[src/rtl/sinc4_pkg.sv]
package sinc4_pkg;
  localparam int unsigned ORDER = 4;
  localparam int unsigned OUT_W = 24;

  // sign bit plus one guard bit so that +R^4 does not wrap
  function automatic int unsigned acc_width(input int unsigned log2r);
    return ORDER * log2r + 2;
  endfunction
endpackage

[src/rtl/sinc4_ctrl.sv]
module sinc4_ctrl
  import sinc4_pkg::*;
#(
  parameter int LOG2R = 4
) (
  input  logic clk,
  input  logic rst_n,
  input  logic mode_cont,
  input  logic start,
  input  logic bit_valid,
  output logic clr_pre,
  output logic clr_post,
  output logic take,
  output logic tick,
  output logic emit
);
  localparam logic [LOG2R-1:0] LAST = '1;
  localparam logic [1:0] SETTLED = 2'd3;

  logic             mode_q;
  logic             active_q;
  logic [LOG2R-1:0] cnt_q;
  logic [1:0]       dec_q;
  logic             restart;
  logic             run_now;
  logic [LOG2R-1:0] cnt_base;
  logic [1:0]       dec_base;
  logic             active_base;

  always_comb begin
    restart     = (mode_cont != mode_q) || (!mode_cont && start);
    clr_pre     = restart;
    active_base = restart ? start : active_q;
    run_now     = mode_cont || active_base;
    take        = bit_valid && run_now;
    cnt_base    = restart ? '0 : cnt_q;
    dec_base    = restart ? '0 : dec_q;
    tick        = take && (cnt_base == LAST);
    emit        = tick && (dec_base == SETTLED);
    clr_post    = emit && !mode_cont;
  end

  always_ff @(posedge clk) begin
    if (!rst_n) begin
      mode_q   <= 1'b0;
      active_q <= 1'b0;
      cnt_q    <= '0;
      dec_q    <= '0;
    end else begin
      mode_q <= mode_cont;
      if (clr_post) begin
        active_q <= 1'b0;
        cnt_q    <= '0;
        dec_q    <= '0;
      end else begin
        active_q <= !mode_cont && active_base;
        cnt_q    <= take ? cnt_base + 1'b1 : cnt_base;
        dec_q    <= (tick && dec_base != SETTLED) ? dec_base + 1'b1 : dec_base;
      end
    end
  end

  AST_EMIT_SETTLED: assert property (@(posedge clk) disable iff (!rst_n)
    emit |-> (!clr_pre && dec_q == SETTLED && cnt_q == LAST));
  AST_SINGLE_ONCE: assert property (@(posedge clk) disable iff (!rst_n)
    (emit && !mode_cont) |=> (!active_q && dec_q == 2'd0));
  AST_IDLE_QUIET: assert property (@(posedge clk) disable iff (!rst_n)
    (!mode_cont && !mode_q && !start && !active_q) |-> !take);
endmodule

[src/rtl/sinc4_integ.sv]
module sinc4_integ
  import sinc4_pkg::*;
#(
  parameter int W = 18
) (
  input  logic         clk,
  input  logic         rst_n,
  input  logic         clr_pre,
  input  logic         clr_post,
  input  logic         take,
  input  logic         bit_in,
  output logic [W-1:0] sum_next
);
  logic [ORDER:0][W-1:0] chain;

  // +1 for a high bit, -1 for a low bit, zero when no sample this cycle
  assign chain[0] = take ? (bit_in ? W'(1) : {W{1'b1}}) : '0;

  for (genvar g = 0; g < ORDER; g++) begin : g_stage
    logic [W-1:0] acc_q;
    logic [W-1:0] base;
    assign base         = clr_pre ? '0 : acc_q;
    assign chain[g + 1] = take ? base + chain[g] : base;

    always_ff @(posedge clk) begin
      if (!rst_n || clr_post) acc_q <= '0;
      else                    acc_q <= chain[g + 1];
    end
  end

  assign sum_next = chain[ORDER];
endmodule

[src/rtl/sinc4_comb.sv]
module sinc4_comb
  import sinc4_pkg::*;
#(
  parameter int W = 18
) (
  input  logic         clk,
  input  logic         rst_n,
  input  logic         clr_pre,
  input  logic         clr_post,
  input  logic         tick,
  input  logic [W-1:0] din,
  output logic [W-1:0] dout
);
  logic [ORDER:0][W-1:0] diff;

  assign diff[0] = din;

  for (genvar g = 0; g < ORDER; g++) begin : g_stage
    logic [W-1:0] dly_q;
    logic [W-1:0] prev;
    assign prev        = clr_pre ? '0 : dly_q;
    assign diff[g + 1] = diff[g] - prev;

    always_ff @(posedge clk) begin
      if (!rst_n || clr_post)   dly_q <= '0;
      else if (tick)            dly_q <= diff[g];
      else if (clr_pre)         dly_q <= '0;
    end
  end

  assign dout = diff[ORDER];
endmodule

[src/rtl/sinc4_scale.sv]
module sinc4_scale
  import sinc4_pkg::*;
#(
  parameter int W     = 18,
  parameter int LOG2R = 4
) (
  input  logic [W-1:0]     din,
  output logic [OUT_W-1:0] dout
);
  localparam int MAG = ORDER * LOG2R;
  localparam int EW  = W + OUT_W;
  localparam logic signed [EW-1:0] MAXV = {{(EW - OUT_W + 1){1'b0}}, {(OUT_W - 1){1'b1}}};
  localparam logic signed [EW-1:0] MINV = {{(EW - OUT_W + 1){1'b1}}, {(OUT_W - 1){1'b0}}};

  logic signed [EW-1:0] wide;
  logic signed [EW-1:0] shifted;

  assign wide = $signed({{OUT_W{din[W-1]}}, din});

  if (MAG <= OUT_W - 1) begin : g_up
    localparam int LSH = OUT_W - 1 - MAG;
    assign shifted = wide <<< LSH;
  end else begin : g_down
    localparam int RSH = MAG - (OUT_W - 1);
    assign shifted = wide >>> RSH;
  end

  always_comb begin
    if (shifted > MAXV)      dout = MAXV[OUT_W-1:0];
    else if (shifted < MINV) dout = MINV[OUT_W-1:0];
    else                     dout = shifted[OUT_W-1:0];
  end
endmodule

[src/rtl/sinc4_decim.sv]
module sinc4_decim
  import sinc4_pkg::*;
#(
  parameter int LOG2R = 4
) (
  input  logic             clk,
  input  logic             rst_n,
  input  logic             mode_cont,
  input  logic             start,
  input  logic             bit_valid,
  input  logic             bit_in,
  output logic [OUT_W-1:0] out_data,
  output logic             out_valid
);
  localparam int W = acc_width(LOG2R);

  logic             clr_pre;
  logic             clr_post;
  logic             take;
  logic             tick;
  logic             emit;
  logic [W-1:0]     integ_sum;
  logic [W-1:0]     comb_out;
  logic [OUT_W-1:0] scaled;

  sinc4_ctrl #(.LOG2R(LOG2R)) u_ctrl (
    .clk       (clk),
    .rst_n     (rst_n),
    .mode_cont (mode_cont),
    .start     (start),
    .bit_valid (bit_valid),
    .clr_pre   (clr_pre),
    .clr_post  (clr_post),
    .take      (take),
    .tick      (tick),
    .emit      (emit)
  );

  sinc4_integ #(.W(W)) u_integ (
    .clk      (clk),
    .rst_n    (rst_n),
    .clr_pre  (clr_pre),
    .clr_post (clr_post),
    .take     (take),
    .bit_in   (bit_in),
    .sum_next (integ_sum)
  );

  sinc4_comb #(.W(W)) u_comb (
    .clk      (clk),
    .rst_n    (rst_n),
    .clr_pre  (clr_pre),
    .clr_post (clr_post),
    .tick     (tick),
    .din      (integ_sum),
    .dout     (comb_out)
  );

  sinc4_scale #(.W(W), .LOG2R(LOG2R)) u_scale (
    .din  (comb_out),
    .dout (scaled)
  );

  always_ff @(posedge clk) begin
    if (!rst_n) begin
      out_valid <= 1'b0;
      out_data  <= '0;
    end else begin
      out_valid <= emit;
      if (emit) out_data <= scaled;
    end
  end

  AST_SIGN_KEPT: assert property (@(posedge clk) disable iff (!rst_n)
    emit |-> (comb_out == '0 || scaled == '0 || scaled[OUT_W-1] == comb_out[W-1]));
  AST_NO_BACK_TO_BACK: assert property (@(posedge clk) disable iff (!rst_n)
    out_valid |=> !out_valid);
  AST_HOLD_DATA: assert property (@(posedge clk) disable iff (!rst_n)
    !out_valid |-> $stable(out_data));
endmodule

[config.mk]
export PLATFORM = sky130hd
export DESIGN_NAME = sinc4_decim
export DESIGN_NICKNAME = d
export VERILOG_FILES = /design/src/rtl/sinc4_pkg.sv /design/src/rtl/sinc4_ctrl.sv /design/src/rtl/sinc4_integ.sv /design/src/rtl/sinc4_comb.sv /design/src/rtl/sinc4_scale.sv /design/src/rtl/sinc4_decim.sv
export SDC_FILE = /design/constraint.sdc
export NUM_CORES = 1
export LEC_CHECK = 0
export ABC_AREA = 1
export BUFFER_PORTS_ARGS = -buffer_cell sky130_fd_sc_hd__buf_4
export CAP_MARGIN = 20
export CORE_ASPECT_RATIO = 0.6
export CORE_UTILIZATION = 30
export DETAILED_ROUTE_END_ITERATION = 12
export GPL_ROUTABILITY_DRIVEN = 0
export PLACE_DENSITY = 0.46
export SYNTH_ARGS = -nofsm -noshare
export SYNTH_HDL_FRONTEND = slang
export SYNTH_SLANG_ARGS = --single-unit
[constraint.sdc]
create_clock -name clk -period 19.1 [get_ports clk]
set_clock_uncertainty 0.1 [all_clocks]
set_input_delay 2.865 -clock clk [delete_from_list [all_inputs] [get_ports clk]]
set_output_delay 2.865 -clock clk [all_outputs]
set_load 0.02 [all_outputs]
# Word-level counts from Yosys, hierarchy flattened
# Index checks and enable logic that the tools add are counted.
# W data, S select, Z words.
[totals] output_inout_bits=25 reg_bits=177
[classes] addsub=10 n_reduce_logical=13 n_bitwise=1 magnitude_cmp=2 n_eq_ne=4 n_mux=25
[ops] cell="$mux W18" count=18
[ops] cell="$add A18 B18 Y18" count=4
[ops] cell="$sub A18 B18 Y18" count=4
[ops] cell="$mux W24" count=2
[ops] cell="$gt A25 B24 Y1 const B" count=1
[ops] cell="$lt A25 B24 Y1 const B" count=1
[ops] cell="$mux W4" count=2
[ops] cell="$logic_and A1 B1 Y1" count=7
[ops] cell="$add A4 B1 Y4 const B" count=1
[ops] cell="$eq A4 B4 Y1 const B" count=1
[ops] cell="$mux W2" count=2
[ops] cell="$logic_or A1 B1 Y1" count=3
[ops] cell="$add A2 B1 Y2 const B" count=1
[ops] cell="$eq A2 B2 Y1 const B" count=1
[ops] cell="$logic_not A1 Y1" count=2
[ops] cell="$ne A2 B2 Y1 const B" count=1
[ops] cell="$reduce_or A2 Y1" count=1
[ops] cell="$mux W1" count=1
[ops] cell="$ne A1 B1 Y1" count=1
[ops] cell="$not A1 Y1" count=1

# Depth between registers and ports, before layout
# Gate-level depths: netlist of run 1.
[depth] word_depth=22 depth_mapped=71

# Hierarchy
# A second synthesis of run 1 with hierarchy kept.
[unflattened] cells_unflattened=2359 area_unflattened_um2=15073.2
[modules_own_cells] module="sinc4_integ" area_each_um2=6916.6 instances=1 cells_per_inst=1133
[modules_own_cells] module="sinc4_comb" area_each_um2=6407.4 instances=1 cells_per_inst=952
[modules_own_cells] module="sinc4_decim" area_each_um2=1003.5 instances=1 cells_per_inst=155
[modules_own_cells] module="sinc4_ctrl" area_each_um2=505.5 instances=1 cells_per_inst=73
[modules_own_cells] module="sinc4_scale" area_each_um2=240.2 instances=1 cells_per_inst=46

# Worst setup path after synthesis of run 1
# Ideal clock, no wire load.
[synth_timing] kind="input to register" from="input mode_cont" to="register out_data[20]" setup_time_ps=123 arrival_ps=12089 n_path_buf=3 path_stages=60 path_slack_ps=6789 path_cell_list="inv_2 nand2_1 nand3_2 buf_6 buf_2 nor2_1 fa_1 inv_1 o21ai_0 inv_1 fa_1 o31ai_1 a21oi_1 o21bai_1 a21o_1 a21oi_1 xor2_1 or2_2 [24 not listed] o21ai_0 xor2_1 ha_1 nand2_1 nor3_1 nand2_1 o211a_1 nand2_1 inv_1 o31ai_2 xnor2_1 inv_1 nand3_2 nand2_4 nand2_4 buf_6 nand3b_1 nand3_1"
[synth_lines] item="start: declaration" line_no="sinc4_decim.sv:8" text="input logic mode_cont,"
[synth_lines] item="end signal: assignment" line_no="sinc4_decim.sv:70" text="if (emit) out_data <= scaled;"
[synth_lines] item="end: declaration" line_no="sinc4_decim.sv:12" text="output logic [OUT_W-1:0] out_data,"

==> summary by stage, run 1 <==
Route
The total DRC errors in the routed layout is 0. After detailed routing, the number of vias per cell comes to approximately 4.6. The first TritonRoute pass finished after 5 iterations. The final route contains 11.4k vias. The number of nets with antenna violations after routing is 0. In this run, the number of DRC markers left after iteration 0 of detailed routing was 707. Dividing the detail-routed wire length by the instance count gives about 13 um. The total wire length is around 32000 um.

Placement
Input and output buffers added on the ports amount to 30. The half-perimeter wire length after detailed placement is 22900 um. After detailed placement, the total cell area comes to about 14000 um2. The number of cells in the design after placement is approximately 2.4k.

Hold path
The endpoint of the worst hold path is out_data[16]$_SDFFE_PN0P_. Counting instances, the worst hold path has a depth of 2. The worst hold path class is flop to flop. In this run the most critical hold path is launched from out_data[16]$_SDFFE_PN0P_.

Global route
For this run, global-route usage on met3 was measured as under 10%. The routing usage on met1 is 24.3%. The met2 track demand over resource in global routing is between 20 and 25%. Across every metal layer, demand over resource in global routing totals between 10% and 20%. Entering global routing, the biggest net connects 80 pins.

The overflow left after global routing is 0. The number of global-route vias before repair is between 10k and 15k. After global routing, the most crowded layer is met1. The first global-routing pass estimated 54200 um of wire.

The initial antenna violation count was 0.

Clocking
Buffers inserted during clock tree synthesis total 17. The count of clock tree sinks is approximately 170. The clock reaches the later pin of the worst-skew pair after between 0.4 and 0.5 ns. The CTS root buffer is clkbuf_16. The H-tree was split into 4 levels. The number of setup buffers added after CTS is 0. The TritonCTS clock tree is built.

Buffers inserted to repair hold after CTS numbered 0. After clock tree synthesis, the clock-pin slew on the worst setup and hold paths is around 0.07 ns. In this run the deepest clock path goes through 2 buffers. Gates resized during post-CTS repair numbered 0.

Critical path
The kind of start point of the critical path is a primary input. The startpoint identified for the worst register-to-register timing path is u_ctrl.mode_q$_SDFF_PN0_. The class of the most critical setup path is primary input to flop. The worst reg2reg path depth is just under 60. The maximum fanout along the worst path is 72. The sort of element at the end of the critical path is a flop. The destination of the worst register-to-register timing path is out_data[16]$_SDFFE_PN0P_. For this run, the slowest stage of the critical path takes between 0.7 and 0.8 ns. The standard cell with the maximum stage delay on the critical path is buf_4.

At the worst endpoint, the arrival time is between 10 and 15 ns. The most common cell type on the critical path is nand2_1. The minimum setup slack among reg-to-reg paths is 7.27 ns.

Data on the critical path is required at its endpoint by about 19 ns.

Final layout
The finished layout holds 2472 standard cells, fillers aside. The post-route netlist has under 10% of its cells at a drive strength greater than 1. Summing all multi-input logic gate instances after layout gives 8150 um2.

The area of all sequential standard cells is roughly 3400 um2. The fill cell total of the finished layout is about 4.5k. In the final design database the tool counted 2034 nets. The layout overhead on the synthesized area is 10.1%. The number of diodes is 0. The finished cells cover ~14000 um2.

Synthesis
Sorting the synthesized cells by area gives the leading types as dfxtp_1 (27%), ha_1 (13%), nand2_1 (11%), a21oi_1 (8.6%), inv_1 (7.6%). Synthesis handed over a netlist of approximately 1.9k instances. The area share of the largest cell type after synthesis is around a quarter. Counting flops and latches in the post-synthesis netlist gives approximately 170. Yosys mapped a number of flops with a built-in enable equal to 0.

The proportion of register bits with asynchronous set or reset after synthesis is 0%. Counting instances in the post-synthesis netlist gives the leading cell types as nand2_1 (383), inv_1 (261), a21oi_1 (222). Synthesis produced a netlist with a net count of roughly 2.0k. The area of the mapped netlist is 12900 um2. Sequential elements use a little over a quarter of the synthesized area.

The per-instance average area after synthesis is approximately 6.8 um2. Yosys printed 0 warnings. The cell type with the largest total area after synthesis is dfxtp_1. The most common cell in the synthesized netlist is nand2_1. The number of different library cells used by synthesis comes to 50. For this run, the leading register cell type out of synthesis is dfxtp_1.

Die
The die covers 43800 um2. The die width is between 200 and 300 um. In this run the core area contains just under 60 standard-cell rows. The core region is 42200 um2. The effective utilization at floorplan is between 30% and 40%. The number of primary I/O pins is 31. The vertical die dimension is 163 um.

Run
Max-cap violations in this run came to 0.

Timing
For the pin with the worst max-slew slack, the measured transition is roughly 0.96 ns. Setup violations remaining at the end of the flow were counted as 0. Based on the critical path, the design can be clocked at up to slightly above 0.07 GHz. Setup repair after global routing left no endpoint under its margin. For the final routed database, the setup TNS stands at 0 ns. The worst pin sits at a relative slew slack of a little over a third. After layout, the minimum clock period comes to 14.00 ns. The worst hold margin is between 0.3 and 0.4 ns.

The final max-slew violation count is 0. The portion of the clock cycle consumed by the worst path in the final layout is approximately three quarters. The number of hold violations in the final report is 0.

Power and ir drop
The maximum VDD drop is about 0.12 mV. The power density of the placed cells is 141 nW/um2. The total chip power is 1.99 mW. The leakage dissipation is between 6 and 7 nW.

Run status
The run finished with clean final reports.
-- worst max-delay path: cells and delay by family --
family                   cells  cell delay (ns)
adder cells (fa/ha/maj)      8             2.82
AO/OA/AOI/OAI               13             2.96
AND/OR/NAND/NOR             30             3.72
XOR/XNOR                     5             0.81
buffers and inverters        5             1.07
-- cell type report --
cell class,instances,area share (%)
clock inverters,9,0.776
inverters,271,7.18
clock buffers,23,3.37
multi-input cells,1388,57.4
repair buffers,40,2.12
flip-flops and latches,171,24.1
well taps,570,5.02
-- how the worst max path moves through the flow --
stage              start                   endpoint  slack, ns
2_1_floorplan  mode_cont  out_data[20]$_SDFFE_PN0P_       6.79
3_3_place_gp   mode_cont   out_data[7]$_SDFFE_PN0P_       4.78
3_5_place_dp   mode_cont  out_data[16]$_SDFFE_PN0P_       4.71
4_1_cts        mode_cont  out_data[16]$_SDFFE_PN0P_       5.16
5_1_grt        mode_cont  out_data[16]$_SDFFE_PN0P_       3.89
6_report       mode_cont  out_data[16]$_SDFFE_PN0P_       5.10
-- per-layer routing --
metal / vias to the layer above / part of all wire (%)
met5: - / 0
met4: 0 / 1.2
met3: 18 / 2.5
met2: 110 / 36
met1: 5106 / 60
li1: 6130 / -
-- report_power, final --
part	leakage [nW]	internal, mW	switching, mW
Clock	0.292	0.204	0.159
Sequential	1.39	0.369	0.00329
Combinational	5.05	0.440	0.819
Total	6.73	1.01	0.982
-- layout by cell type (no fill, tap or decap), types with 6 or more instances in the layout --
cell type,instances
a211oi_1,27
a21o_1,7
a21oi_1,222
and2_1,19
buf_4,40
clkbuf_16,17
dfxtp_1,171
fa_1,8
ha_1,131
inv_1,260
inv_2,9
nand2_1,381
nand2_2,12
nand3_1,76
nand3b_1,6
nand4_1,13
nor2_1,193
nor3_1,10
o21ai_0,96
o21ai_1,11
o21bai_1,17
o31ai_1,7
or2_2,17
xnor2_1,32
xor2_1,66
-- per-stage QoR --
| stage | worst slack [ns] | util (%) |
|---|---|---|
| 2_1_floorplan | 6.79 | - |
| 3_3_place_gp | 4.78 | 32.3 |
| 3_5_place_dp | 4.71 | 32.3 |
| 4_1_cts | 5.16 | 33.7 |
| 5_1_grt | 3.89 | 33.7 |
| 6_report | 5.10 | 33.7 |
-- cells by family (layout without fill, tap and decap cells) --
kind of cell,after synthesis,in the layout,share of synthesized area (%)
adder cells (fa/ha/maj),139,139,14.0
flip-flops,171,171,26.5
AO/OA/AOI/OAI,404,404,17.3
XOR/XNOR,100,100,7.00
AND/OR/NAND/NOR,745,745,24.8
buffers and inverters,342,343,10.4
-- registers in the layout (all words and copies together), names as in the netlist --
register and flops:
u_comb.g_stage.dly_q 72, u_integ.g_stage.acc_q 72, out_data 18, u_ctrl.cnt_q 4
u_ctrl.dec_q 2, out_valid 1, u_ctrl.active_q 1, u_ctrl.mode_q 1
(Power assumes the default switching activity.)
==> run 2, diff against run 1 <==
Clock period 19.1 ns to 13.13 ns, I/O delays scaled along.
==> run 2 against run 1 <==
Via count is 1.2% lower. Count of clock-buffer cells in the layout is 4 lower. Worst hold slack worse by 0.0011 ns. Setup slack worse by 4.2 ns. Largest power group unchanged. Highest routed layer unchanged.
==> summary by stage, run 2 (synthesis gave the netlist of run 1 again) <==
Run status
Result of the run: complete, no violations (unchanged).

Final layout
The filler-free cell count of the finished design is 2478 (was 2472). The final core area utilization is 34.0% (was 33.7%). Top Registers: u_comb.g_stage.dly_q: 72 flops, u_integ.g_stage.acc_q: 72 flops, out_data: 18 flops (unchanged). The commonest non-fill, non-tap cell in the layout is nand2_1 (unchanged). The fraction of final layout cells with drive strength greater than 1 came to 7.44% (was 6.78%). The layout overhead on the synthesized area is 11.1% (was 10.1%). The final net count is 2041 (was 2034). The number of diodes is 0 (unchanged). Leading cell types in the layout, fill and taps excluded: nand2_1 (381), inv_1 (260), a21oi_1 (222), nor2_1 (193), dfxtp_1 (171) (unchanged). The final instance area was 14300 um2 (was 14200 um2).

Global route
The global routing met3 resource utilization is 2.74% (was 2.85%). The initial antenna violation count is 0 (unchanged). The number of global-route vias before repair was 10.3k (was 10.4k). The maximum number of pins on one net before global-route repair is 114 (was 80). The layer with the highest usage after global routing was met1 (unchanged).

The wire length of the first global-routing pass came to 53900 um (was 54200 um). The overflow left after global routing is 0 (unchanged). The total routing usage reported by global routing is 15.2% (was 15.3%).

The routing usage on met1 is 24.6% (was 24.3%). The met2 track demand over resource in global routing is 20.3% (was 20.6%).

Critical path
The kind of start point of the critical path is a primary input (unchanged). The beginning of the critical path is mode_cont (unchanged). The worst reg2reg path depth is 60 (was 59). The minimum setup slack among reg-to-reg paths was 2.22 ns (was 7.27 ns). The reg-to-reg critical path startpoint is u_ctrl.mode_q$_SDFF_PN0_ (unchanged).

The destination of the worst register-to-register timing path was out_data[10]$_SDFFE_PN0P_ (was out_data[16]$_SDFFE_PN0P_). The most common cell type on the critical path is nand2_1 (unchanged). The maximum fanout along the worst path was 10 (was 72).

The largest stage delay on the critical path is 0.54 ns (was 0.73 ns). The standard cell with the maximum stage delay on the critical path is fa_1 (was buf_4). The sort of element at the end of the critical path is a flop (unchanged). The capturing instance or port of the critical path is out_data[10]$_SDFFE_PN0P_ (was out_data[16]$_SDFFE_PN0P_). The class of the most critical setup path is primary input to flop (unchanged). The critical path arrival is 12.47 ns (was 14.31 ns). The required time of the worst setup path is 13.42 ns (was 19.41 ns).

Placement
The half-perimeter wire length after detailed placement was 22800 um (was 22900 um). The pre-CTS worst setup slack is 0.370 ns (was 4.71 ns). The total cell area at the placement stage was 13700 um2 (was 13600 um2). The count of buffers inserted at the top-level ports came to 30 (unchanged). The number of cells in the design after placement is 2446 (was 2440).

Timing
The worst setup margin is 0.946 ns (was 5.10 ns). The final max-slew violation count is 0 (unchanged). The fmax is between 0.08 and 0.09 GHz. The worst hold margin is 0.365 ns (was 0.366 ns). The clock period minus final worst setup slack is roughly 12 ns. The slew at the pin closest to its max-slew limit is 0.936 ns (was 0.956 ns).

The portion of the clock cycle consumed by the worst path in the final layout is between 90% and 100%. The number of hold violations in the final report came to 0 (unchanged). The normalized max-slew margin came to 37.5% (was 36.3%). The final setup TNS was 0 ns (unchanged).

The final setup violation count came to 0 (unchanged). Unrepaired setup endpoints after global routing: false (unchanged).

Route
The number of nets with antenna violations after routing is 0 (unchanged). The total wire length is 32400 um (was 32500 um). The post-detailed-route via-to-cell ratio is 4.53 (was 4.60).

The total DRC errors in the routed layout was 0 (unchanged). The routed length per placed instance came to 13.1 um (about the same). The initial detailed-routing violation count is 695 (was 707). The total number of vias is 11.2k (was 11.4k). The number of detailed-routing iterations run before antenna repair is 5 (unchanged).

Die
The number of primary I/O pins was 31 (unchanged). The row count is 58 (unchanged). The vertical die dimension is 163 um (unchanged). The effective utilization at floorplan came to 30.6% (unchanged). The total die area is 43800 um2 (unchanged). The die width is 270 um (unchanged). The area of the core region is 42200 um2 (unchanged).

Clocking
The maximum count of clock buffers along a single path is 2 (unchanged). The TritonCTS clock tree was built (unchanged). The clock latency of the later-clocked register in the worst-skew pair was 0.45 ns (was 0.46 ns). The CTS root buffer is clkbuf_16 (unchanged).

The number of setup buffers added after CTS is 0 (unchanged). The H-tree level count is 4 (unchanged). The clock transition at the registers of the reported paths is 0.07 ns (about the same). The count of clock tree sinks is 171 (unchanged).

The total clock buffers created by CTS is 17 (unchanged).

Power and ir drop
The maximum VDD drop is 0.233 mV (was 0.116 mV). The leakage dissipation is 6.77 nW (was 6.73 nW). The power density of the placed cells is 206 nW/um2 (was 141 nW/um2).

The total chip power is 2.95 mW (was 1.99 mW).

Hold path
The worst hold path class is flop to flop (unchanged).

Run
The total of max-cap violations is 0 (unchanged).
## run 2: what timing repair did
action                                  CTS  global route
endpoints found under the setup margin    0            18
resized for setup                         0            13
hold buffers                              0             0
## run 2: area by class of cell
cell class / count / area (um2)
clock buffer: 19 / 453
clock inverter: 12 / 163
sequential: 171 / 3420
tap: 570 / 713
inverter: 271 / 1020
timing repair buffer: 47 / 377
multi-input combinational: 1388 / 8170
fill: 4473 / 27800
## run 2: where the power goes
group	internal [mW]	switching [mW]	total (mW)
registers	0.537	0.00484	0.541
logic	0.645	1.21	1.86
clock network	0.311	0.243	0.554
total	1.49	1.46	2.95
## run 2: critical path: cells and delay by family
kind,cells,cell delay [ns]
buffers and inverters,13,1.08
adder cells (fa/ha/maj),8,2.99
XOR/XNOR,5,0.87
AND/OR/NAND/NOR,20,2.16
AO/OA/AOI/OAI,16,3.39
## run 2: per-layer routing
layer  wire length [um]  vias to the layer above  share of wire (%)
met4                197                        0               0.61
met2              11700                      103                 36
met1              19500                     4971                 60
met5                  0                        -                  0
li1                   -                     6143                  -
met3                906                       13                2.8
## run 2: worst min path at each step
| stage | from | to | slack (ns) | depth (start not counted) |
|---|---|---|---|---|
| detailed placement | out_data[8]$_SDFFE_PN0P_ | out_data[8]$_SDFFE_PN0P_ | 0.36 | 2 |
| CTS | out_data[23]$_SDFFE_PN0P_ | out_data[23]$_SDFFE_PN0P_ | 0.37 | 2 |
| global route | out_data[23]$_SDFFE_PN0P_ | out_data[23]$_SDFFE_PN0P_ | 0.39 | 2 |
| floorplan | u_comb.g_stage[3].dly_q[2]$_SDFF_PP0_ | u_comb.g_stage[3].dly_q[2]$_SDFF_PP0_ | 0.35 | 2 |
| finish | out_data[8]$_SDFFE_PN0P_ | out_data[8]$_SDFFE_PN0P_ | 0.36 | 2 |
| global placement | out_data[16]$_SDFFE_PN0P_ | out_data[16]$_SDFFE_PN0P_ | 0.36 | 2 |
